$ cat config.mk
export PLATFORM = sky130hd
export DESIGN_NAME = i2c_bank_ctl
export DESIGN_NICKNAME = d
export VERILOG_FILES = /design/src/rtl/i2c_bank_ctl_pkg.sv /design/src/rtl/i2c_bank_ctl_sync.sv /design/src/rtl/i2c_bank_ctl_cond.sv /design/src/rtl/i2c_bank_ctl_fsm.sv /design/src/rtl/i2c_bank_ctl_reg.sv /design/src/rtl/i2c_bank_ctl.sv
export SDC_FILE = /design/constraint.sdc
export NUM_CORES = 1
export LEC_CHECK = 0
export ABC_AREA = 1
export CAP_MARGIN = 20
export CELL_PAD_IN_SITES_DETAIL_PLACEMENT = 0
export CELL_PAD_IN_SITES_GLOBAL_PLACEMENT = 2
export CORE_MARGIN = 2
export CORE_UTILIZATION = 34
export CTS_CLUSTER_DIAMETER = 200
export DETAILED_ROUTE_END_ITERATION = 10
export GPL_TIMING_DRIVEN = 0
export MAX_ROUTING_LAYER = met4
export PLACE_DENSITY_LB_ADDON = 0.1
export SYNTH_ARGS = -nofsm -noshare
export SYNTH_HDL_FRONTEND = slang
export SYNTH_HIERARCHICAL = 1
export SYNTH_SLANG_ARGS = --single-unit
$ cat constraint.sdc
create_clock -name clk -period 2.2 [get_ports clk]
set_input_delay 0.44 -clock clk [delete_from_list [all_inputs] [get_ports clk]]
set_output_delay 0.44 -clock clk [all_outputs]
set_load 0.005 [all_outputs]
$ cat src/rtl/i2c_bank_ctl_pkg.sv
package i2c_bank_ctl_pkg;

    localparam int BYTE_W    = 8;
    localparam int ADDR_W    = 7;
    localparam int STRAP_W   = 2;
    localparam int CNT_W     = $clog2(BYTE_W + 1);

    typedef enum logic [2:0] {
        ST_IDLE,
        ST_ADDR,
        ST_ADDR_ACK,
        ST_DATA,
        ST_DATA_ACK,
        ST_SKIP
    } bus_state_e;

endpackage

$ cat src/rtl/i2c_bank_ctl_sync.sv
module i2c_bank_ctl_sync #(
    parameter int               WIDTH   = 2,
    parameter int               STAGES  = 2,
    parameter logic [WIDTH-1:0] RST_VAL = '1
) (
    input  logic             clk,
    input  logic             rst_n,
    input  logic [WIDTH-1:0] d_i,
    output logic [WIDTH-1:0] q_o
);

    logic [STAGES-1:0][WIDTH-1:0] stg;

    always_ff @(posedge clk or negedge rst_n) begin
        if (!rst_n) begin
            for (int i = 0; i < STAGES; i++) stg[i] <= RST_VAL;
        end else begin
            stg[0] <= d_i;
            for (int i = 1; i < STAGES; i++) stg[i] <= stg[i-1];
        end
    end

    assign q_o = stg[STAGES-1];

endmodule

$ cat src/rtl/i2c_bank_ctl_cond.sv
module i2c_bank_ctl_cond (
    input  logic clk,
    input  logic rst_n,
    input  logic scl_s,
    input  logic sda_s,
    output logic scl_rise,
    output logic scl_fall,
    output logic start_det,
    output logic stop_det
);

    logic scl_d;
    logic sda_d;

    always_ff @(posedge clk or negedge rst_n) begin
        if (!rst_n) begin
            scl_d <= 1'b1;
            sda_d <= 1'b1;
        end else begin
            scl_d <= scl_s;
            sda_d <= sda_s;
        end
    end

    always_comb begin
        scl_rise  = scl_s & ~scl_d;
        scl_fall  = ~scl_s & scl_d;
        start_det = scl_s & scl_d & sda_d & ~sda_s;
        stop_det  = scl_s & scl_d & ~sda_d & sda_s;
    end

endmodule

$ cat src/rtl/i2c_bank_ctl_fsm.sv
module i2c_bank_ctl_fsm
    import i2c_bank_ctl_pkg::*;
#(
    parameter logic [ADDR_W-STRAP_W-1:0] ADDR_HI = 5'b11011
) (
    input  logic               clk,
    input  logic               rst_n,
    input  logic               scl_rise,
    input  logic               scl_fall,
    input  logic               start_det,
    input  logic               stop_det,
    input  logic               sda_s,
    input  logic [STRAP_W-1:0] strap_i,
    output logic               sda_pull,
    output logic               byte_done,
    output logic [BYTE_W-1:0]  byte_val
);

    bus_state_e         state_q;
    bus_state_e         state_d;
    logic [CNT_W-1:0]   bit_cnt;
    logic [BYTE_W-1:0]  sreg;
    logic               hi_seen;
    logic               full;
    logic               addr_ok;

    assign full    = (bit_cnt == CNT_W'(BYTE_W));
    assign addr_ok = (sreg[BYTE_W-1:1] == {ADDR_HI, strap_i}) && !sreg[0];

    // next-state logic
    always_comb begin
        state_d = state_q;
        if (start_det) begin
            state_d = ST_ADDR;
        end else if (stop_det) begin
            state_d = ST_IDLE;
        end else begin
            unique case (state_q)
                ST_IDLE:     state_d = ST_IDLE;
                ST_ADDR:     if (scl_fall && full) state_d = addr_ok ? ST_ADDR_ACK : ST_SKIP;
                ST_ADDR_ACK: if (scl_fall && hi_seen) state_d = ST_DATA;
                ST_DATA:     if (scl_fall && full) state_d = ST_DATA_ACK;
                ST_DATA_ACK: if (scl_fall && hi_seen) state_d = ST_SKIP;
                ST_SKIP:     state_d = ST_SKIP;
                default:     state_d = ST_IDLE;
            endcase
        end
    end

    // state register
    always_ff @(posedge clk or negedge rst_n) begin
        if (!rst_n) state_q <= ST_IDLE;
        else        state_q <= state_d;
    end

    // shift register, bit counter, ack-clock tracking
    always_ff @(posedge clk or negedge rst_n) begin
        if (!rst_n) begin
            bit_cnt <= '0;
            sreg    <= '0;
            hi_seen <= 1'b0;
        end else if (start_det || (state_d != state_q)) begin
            bit_cnt <= '0;
            hi_seen <= 1'b0;
        end else if (scl_rise) begin
            if ((state_q == ST_ADDR || state_q == ST_DATA) && !full) begin
                sreg    <= {sreg[BYTE_W-2:0], sda_s};
                bit_cnt <= bit_cnt + 1'b1;
            end
            if (state_q == ST_ADDR_ACK || state_q == ST_DATA_ACK) begin
                hi_seen <= 1'b1;
            end
        end
    end

    // outputs
    always_comb begin
        sda_pull  = (state_q == ST_ADDR_ACK) || (state_q == ST_DATA_ACK);
        byte_done = (state_q == ST_DATA) && (state_d == ST_DATA_ACK);
        byte_val  = sreg;
    end

    // acknowledge drive only begins right after an SCL fall
    p_ack_after_fall_r2: assert property (@(posedge clk) disable iff (!rst_n)
        $rose(sda_pull) |-> $past(scl_fall));

    // START always restarts bit counting
    p_start_clears_cnt_r9: assert property (@(posedge clk) disable iff (!rst_n)
        start_det |=> (bit_cnt == '0));

    // the counter never runs past one byte
    p_cnt_bound_r7: assert property (@(posedge clk) disable iff (!rst_n)
        bit_cnt <= CNT_W'(BYTE_W));

endmodule

$ cat src/rtl/i2c_bank_ctl_reg.sv
module i2c_bank_ctl_reg #(
    parameter int              BYTE_W  = 8,
    parameter logic [BYTE_W-1:0] RST_VAL = 8'hAA
) (
    input  logic              clk,
    input  logic              rst_n,
    input  logic              byte_done,
    input  logic [BYTE_W-1:0] byte_val,
    input  logic              start_det,
    input  logic              stop_det,
    output logic [BYTE_W-1:0] ctl_o
);

    logic [BYTE_W-1:0] shadow;
    logic              pend;

    always_ff @(posedge clk or negedge rst_n) begin
        if (!rst_n) begin
            shadow <= RST_VAL;
            pend   <= 1'b0;
            ctl_o  <= RST_VAL;
        end else begin
            if (byte_done) begin
                shadow <= byte_val;
                pend   <= 1'b1;
            end else if (start_det) begin
                pend   <= 1'b0;
            end else if (stop_det) begin
                pend   <= 1'b0;
                if (pend) ctl_o <= shadow;
            end
        end
    end

    // live word moves only on the cycle after STOP
    p_ctl_at_stop_r6: assert property (@(posedge clk) disable iff (!rst_n)
        !$stable(ctl_o) |-> $past(stop_det));

    // live word moves only when a full byte was pending
    p_ctl_needs_byte_r8: assert property (@(posedge clk) disable iff (!rst_n)
        !$stable(ctl_o) |-> $past(pend));

endmodule

$ cat src/rtl/i2c_bank_ctl.sv
module i2c_bank_ctl
    import i2c_bank_ctl_pkg::*;
#(
    parameter int               SYNC_STAGES = 2,
    parameter logic [BYTE_W-1:0] CTL_RESET  = 8'hAA
) (
    input  logic               clk,
    input  logic               rst_n,
    input  logic               scl_in,
    input  logic               sda_in,
    input  logic [STRAP_W-1:0] strap_i,
    output logic               sda_pull_o,
    output logic [BYTE_W-1:0]  ctl_o
);

    logic              scl_s;
    logic              sda_s;
    logic              scl_rise;
    logic              scl_fall;
    logic              start_det;
    logic              stop_det;
    logic              byte_done;
    logic [BYTE_W-1:0] byte_val;

    i2c_bank_ctl_sync #(
        .WIDTH   (2),
        .STAGES  (SYNC_STAGES),
        .RST_VAL (2'b11)
    ) u_sync (
        .clk   (clk),
        .rst_n (rst_n),
        .d_i   ({scl_in, sda_in}),
        .q_o   ({scl_s, sda_s})
    );

    i2c_bank_ctl_cond u_cond (
        .clk       (clk),
        .rst_n     (rst_n),
        .scl_s     (scl_s),
        .sda_s     (sda_s),
        .scl_rise  (scl_rise),
        .scl_fall  (scl_fall),
        .start_det (start_det),
        .stop_det  (stop_det)
    );

    i2c_bank_ctl_fsm u_fsm (
        .clk       (clk),
        .rst_n     (rst_n),
        .scl_rise  (scl_rise),
        .scl_fall  (scl_fall),
        .start_det (start_det),
        .stop_det  (stop_det),
        .sda_s     (sda_s),
        .strap_i   (strap_i),
        .sda_pull  (sda_pull_o),
        .byte_done (byte_done),
        .byte_val  (byte_val)
    );

    i2c_bank_ctl_reg #(
        .BYTE_W  (BYTE_W),
        .RST_VAL (CTL_RESET)
    ) u_reg (
        .clk       (clk),
        .rst_n     (rst_n),
        .byte_done (byte_done),
        .byte_val  (byte_val),
        .start_det (start_det),
        .stop_det  (stop_det),
        .ctl_o     (ctl_o)
    );

    // the acknowledge level never changes while sampled SCL stays high
    p_pull_steady_high_r2: assert property (@(posedge clk) disable iff (!rst_n)
        (scl_s && $past(scl_s)) |-> $stable(sda_pull_o));

endmodule

# After elaboration in Yosys (flattened, before gate mapping)
# Cells that the tools add are included.
totals:
  reg_bits: 39
  inputBits: 6
  elab_cells: 70
classes:
  addsub: 1
  n_eq_ne: 9
  muxes: 17
  bitwise: 14
  reduce_logical: 18
ops:
  columns: ["cell", "count"]
  rows:
  - ["3-bit 2-to-1 mux", 7]
  - ["3-bit case mux with 5 select lines", 1]
  - ["4-bit 2-to-1 mux", 3]
  - ["3-bit equality test, second input constant", 3]
  - ["1-bit AND", 7]
  - ["7-bit equality test", 1]
  - ["1-bit inverter", 7]
  - ["3-bit by 2-bit equality test with 1-bit output, second input constant", 2]
  - ["1-bit 2-to-1 mux", 6]
  - ["2-bit nonzero test", 3]
  - ["1-bit logical AND", 5]
  - ["4-bit by 1-bit adder with 4-bit output, second input constant", 1]
  - ["4-bit equality test, second input constant", 1]
  - ["2-bit AND reduction", 2]
  - ["4-bit AND reduction", 1]
  - ["3-bit by 1-bit equality test with 1-bit output, second input constant", 1]
  - ["1-bit logical OR", 3]
  - ["3-bit != test", 1]
  - ["3-bit AND reduction", 1]
  - ["3-bit nonzero test", 1]
  - ["1-bit zero test", 2]

# Logic depth before layout (Yosys ltp)
depth:
  ltp_word: 11
  ltp_mapped: 16
  ltp_nobuf: 15

# Modules after synthesis
# Netlist, hierarchy kept.
by_module_without_submodules:
  columns: ["mod", "instances", "cells_each", "area_each_um2", "seq_area_each_um2"]
  rows:
  - ["i2c_bank_ctl_fsm", 1, 136, 984.7, 400.4]
  - ["i2c_bank_ctl_reg", 1, 73, 691.9, 435.4]
  - ["i2c_bank_ctl_sync", 1, 6, 120.1, 105.1]
  - ["i2c_bank_ctl_cond", 1, 13, 93.8, 52.6]

# Worst setup path after synthesis
# Ideal clock, no wire load.
synth_path:
  path_type: "register to register"
  start: "register u_sync.stg, in the netlist u_sync/q_o[1]"
  end: "register u_reg.ctl_o[0]"
  setup_ns: 0.117
  t_arrival_ns: 1.757
  required_ns: 2.083
  setup_slack_ns: 0.326
  path_stages_with_launch: 12
  period_less_slack_ns: 1.874
  path_cell_list: "dfstp_2 > buf_4 > nand2_1 > nor2_1 > inv_1 > nand2_2 > nor2_1 > buf_6 > nor2_8 > nand2_4 > nand2_1 > nand2_1"
synth_lines:
  columns: ["element", "line_no", "text"]
  rows:
  - ["start: declaration", "i2c_bank_ctl_sync.sv:12", "logic [STAGES-1:0][WIDTH-1:0] stg;"]
  - ["1-bit AND (3 in a row)", "i2c_bank_ctl_cond.sv:28", "start_det = scl_s & scl_d & sda_d & ~sda_s;"]
  - ["via start_det", "i2c_bank_ctl.sv:20", "logic start_det;"]
  - ["3-bit 2-to-1 mux", "i2c_bank_ctl_fsm.sv:33", "if (start_det) begin"]
  - ["via u_fsm.state_d[0]", "i2c_bank_ctl_fsm.sv:20", "bus_state_e state_d;"]
  - ["3-bit equality test", "i2c_bank_ctl_fsm.sv:79", "byte_done = (state_q == ST_DATA) && (state_d == ST_DATA_ACK);"]
  - ["1-bit logical AND", "i2c_bank_ctl_fsm.sv:79", null]
  - ["via byte_done", "i2c_bank_ctl.sv:22", "logic byte_done;"]
  - ["1-bit inverter (no source line)", null, null]
  - ["4-bit AND reduction (no source line)", null, null]
  - ["end signal: assignment", "i2c_bank_ctl_reg.sv:30", "if (pend) ctl_o <= shadow;"]
  - ["end: declaration", "i2c_bank_ctl_reg.sv:11", "output logic [BYTE_W-1:0] ctl_o"]
# The timed path passes the listed nets, and every way through them passes these cells.
# A chain may end at the register's enable or synchronous reset.

# Final worst setup path
layout_path:
  start: "register u_fsm.state_q[2]"
  end: "output port sda_pull_o"
layout_between:
  elab_chain_cells: 2
layout_rtl:
  columns: ["element", "line_no", "text"]
  rows:
  - ["start: declaration", "i2c_bank_ctl_fsm.sv:19", "bus_state_e state_q;"]
  - ["start signal: assignment", "i2c_bank_ctl_fsm.sv:53", "else state_q <= state_d;"]
  - ["3-bit by 2-bit equality test with 1-bit output / 3-bit equality test (equally long branches)", "i2c_bank_ctl_fsm.sv:78", "sda_pull = (state_q == ST_ADDR_ACK) || (state_q == ST_DATA_ACK);"]
  - ["1-bit logical OR (*)", "i2c_bank_ctl_fsm.sv:78", null]
  - ["end: declaration", "i2c_bank_ctl.sv:12", "output logic sda_pull_o,"]
# Every way passes the cells marked *; elsewhere a longest branch is shown, timed or not.

==> impl_results.md <==
* Clk Latency, worst-skew pair at 290 ps
* Row cnt at 27
* Detailed Place HPWL at 2680 um
* Status: complete, no violations
* Starting Density at 0.348
* Sequential-to-total area share from yosys stat at 0.525
* Slew Limit Fails at 0
* Clk buf depth at 2
* Die Wd at 78.6 um
* Crit-path cells: inv_2, nand2_1, a21oi_2, clkdlybuf4s50_1
* First-pass GRT wire length at 6760 um
* Root buf cell: clkbuf_8
* Met2 wire len at 1680 um
* Area of placed instances at 2120 um2
* Worst EP required at 1760 ps
* Total CTS buffers at 5
* Via count at 1431
* Post-layout min period at 2070 ps
* Post-route cell area at 2350 um2
* Wire length on met3 at 81 um
* TritonRoute pass-1 iters at 4
* CP Max Fanout at 4
* Largest family of logic cells by synthesized area: simple AND/OR/NAND/NOR gates
* Worst Tran Pin Value at 861 ps
* Initial DRC Count at 36
* Synth Area in Compound Gates at 0.0185
* Fin Setup TNS at 0 ps
* Post-Route WL at 3850 um
* Die area at 6170 um2
* Clk_skew at 4.43 ps
* H-Tree Level Count at 2
* Worst path max stage delay at 510 ps
* Netlist Area Pre-Place at 1890 um2
* Buf/Inv on CP at 2
* Post-Synth Simple-Gate Area at 0.352
* Antenna violations before repair at 0
* Met1 Wirelength at 2040 um
* Vias in the first global route at 1431
* WS Path Type: register to output pin
* Post-Synth Adder-Cell Area at 0.0132
* Slowest-stage cell, CP: clkdlybuf4s50_1
* Total track usage at 0.143
* Area contributors post-synth: dfrtp_1 33%, dfstp_2 19%, nand2_1 18%
* Max-cap violation count at 0
* FF+latch count, synth at 39
* Vias per std cell at 4.38
* Port Buffers at 14
* Max IR drop VDD at 0.342 mV
* Worst hold-check path type: input pin to asynchronous set/reset pin
* Syn. warnings at 6
* Setup crit start kind: register
* Syn_nets at 236
* CTS tree: yes
* N_diodes at 0
* Share of cells above drive strength 1 at 0.282
* Final RePlAce weighted congestion at 0.742
* DRC violations left at 0
* Cell Pwr Density at 698 nW/um2
* Final Hold Fails at 0
* Clock-pin slew on the worst setup and hold paths at 80 ps
* Hold_buf cts at 0
* DIE HEIGHT at 78.6 um
* FF+latch area at 993 um2
* Count of different cell masters after synthesis at 28
* Core area at 5440 um2
* Post-route ant nets at 0
* WL per Instance at 11.8 um
* GRT overflow at 0
* Final nets at 262
* Arrival time worst endpoint at 1630 ps
* Sink Count at 39
* Highest metal layer with signal wires: met4
* Endpoints failing setup at 0
* Pin count of the biggest net entering global routing at 40
* Pleak at 1.17 nW
* Delay-heaviest family, CP: buffers and inverters
* Xor/xnor cell area share of the yosys netlist at 0.0139
* Area of the multi-input gates at 837 um2
* Crit. End Element: output pin
* I/O pin count at 15
* Syn-to-layout area delta at 24.2%
* Final critical-path share of the clock period at 0.941
* Synth top area share at 0.331
* Synth Instances at 228
* Top cell type by total area after synthesis: dfrtp_1
* Average cell area after synthesis at 8.29 um2
* Slew margin rel. at 0.426
* Mux contribution to synthesized area at 0
* Max Fclk at 483 MHz
* # fillers at 568
## cell families after synthesis
logic type / Yosys count
adder cells (fa/ha/maj): 2
buffers and inverters: 31
XOR/XNOR: 3
AND/OR/NAND/NOR: 147
flip-flops: 39
AO/OA/AOI/OAI: 6
## routing by layer
metal  vias to the layer above  GRT usage
met5                         -          -
met4                         0     0.0474
met3                         5     0.0345
met2                        14      0.203
met1                       651      0.201
li1                        761          -
## registers in the layout, summed over array words and instances, names as in the netlist, 2 cells and up
register        cells
u_fsm/state_q       3
u_reg/ctl_o         8
u_reg/shadow        8
u_sync/stg          2
u_fsm/byte_val      8
u_fsm/bit_cnt       4
u_sync/q_o          2
## Yosys cell counts
master     n
nand2_1   93
dfrtp_1   25
inv_1     20
nand3_1   15
nor2_1    15
dfstp_2   14
nand4_1   11
nand2_2    4
buf_4      3
inv_2      3
xor2_1     3
a21oi_1    2
buf_6      2
ha_1       2
nor2_2     2
nor2_4     2
a21boi_0   1
and3_2     1
buf_2      1
clkbuf_1   1
clkinv_2   1
nand2_4    1
nand3_2    1
nand3b_1   1
nor2_8     1
o21ai_0    1
o21ai_1    1
o21bai_1   1
## stage by stage
step / utilization / hold WS, ps / instances / worst slack (ps) / power [mW]
after global routing: 0.432 / 319 / 327 / -13.7 / 1.74
after CTS: 0.410 / 302 / 322 / 6.57 / 1.64
final: 0.432 / 262 / 327 / 130 / 1.64
after floorplan: - / 144 / 228 / 326 / 0.959
after global placement: 0.390 / 347 / 314 / -328 / 1.03
after detailed placement: 0.389 / 348 / 314 / -58.2 / 1.03
## path summary, 6_finish.rpt
| check | startpoint | to | slack, ps | depth (start not counted) |
|---|---|---|---|---|
| max in group asynchronous | rst_n | u_reg/shadow[4] | 1400 | 1 |
| worst min register to register | u_sync/stg[0] | u_sync/q_o[0] | 360 | 0 |
| min in group clk | u_sync/stg[0] | u_sync/q_o[0] | 360 | 0 |
| worst max register to register | u_cond/scl_d | u_fsm/byte_val[6] | 180 | 13 |
| worst max-delay path | u_fsm/state_q[2] | sda_pull_o | 130 | 4 |
| worst min-delay path | rst_n | u_fsm/bit_cnt[3] | 260 | 1 |
## cells in the final DEF, fill, tap and decap left out, drive strengths merged
master         Yosys  final
nand2             98     98
dfrtp             25     25
inv               23     23
nor2              20     21
nand3             16     16
dfstp             14     14
clkdlybuf4s50      0     13
nand4             11     11
buf                6     11
clkbuf             1      6
xor2               3      3
clkinv             1      3
o21ai              2      2
a21oi              2      2
ha                 2      2
bufinv             0      1
o21bai             1      1
a21boi             1      1
and3               1      1
nand3b             1      1
## area by class of cell
type	count	share of cell area
Inverter	24	0.0389
Sequential cell	39	0.423
Tap cell	72	0.0384
Clock inverter	3	0.0187
Timing Repair Buffer	18	0.0704
Clock buffer	5	0.0293
Buffer	7	0.0245
Multi-Input combinational cell	159	0.357
## where the power goes
part,leakage (nW),total (mW),internal (mW),switching [mW]
Sequential,0.488,0.818,0.768,0.0503
Clock,0.0581,0.596,0.338,0.258
Combinational,0.625,0.224,0.0803,0.144
## timing repair
item                                    CTS  global route
setup buffers                             0             4
endpoints found under the setup margin    0            27
gates resized for setup                   0            26
No activity file was read; power rests on OpenSTA's default activity.
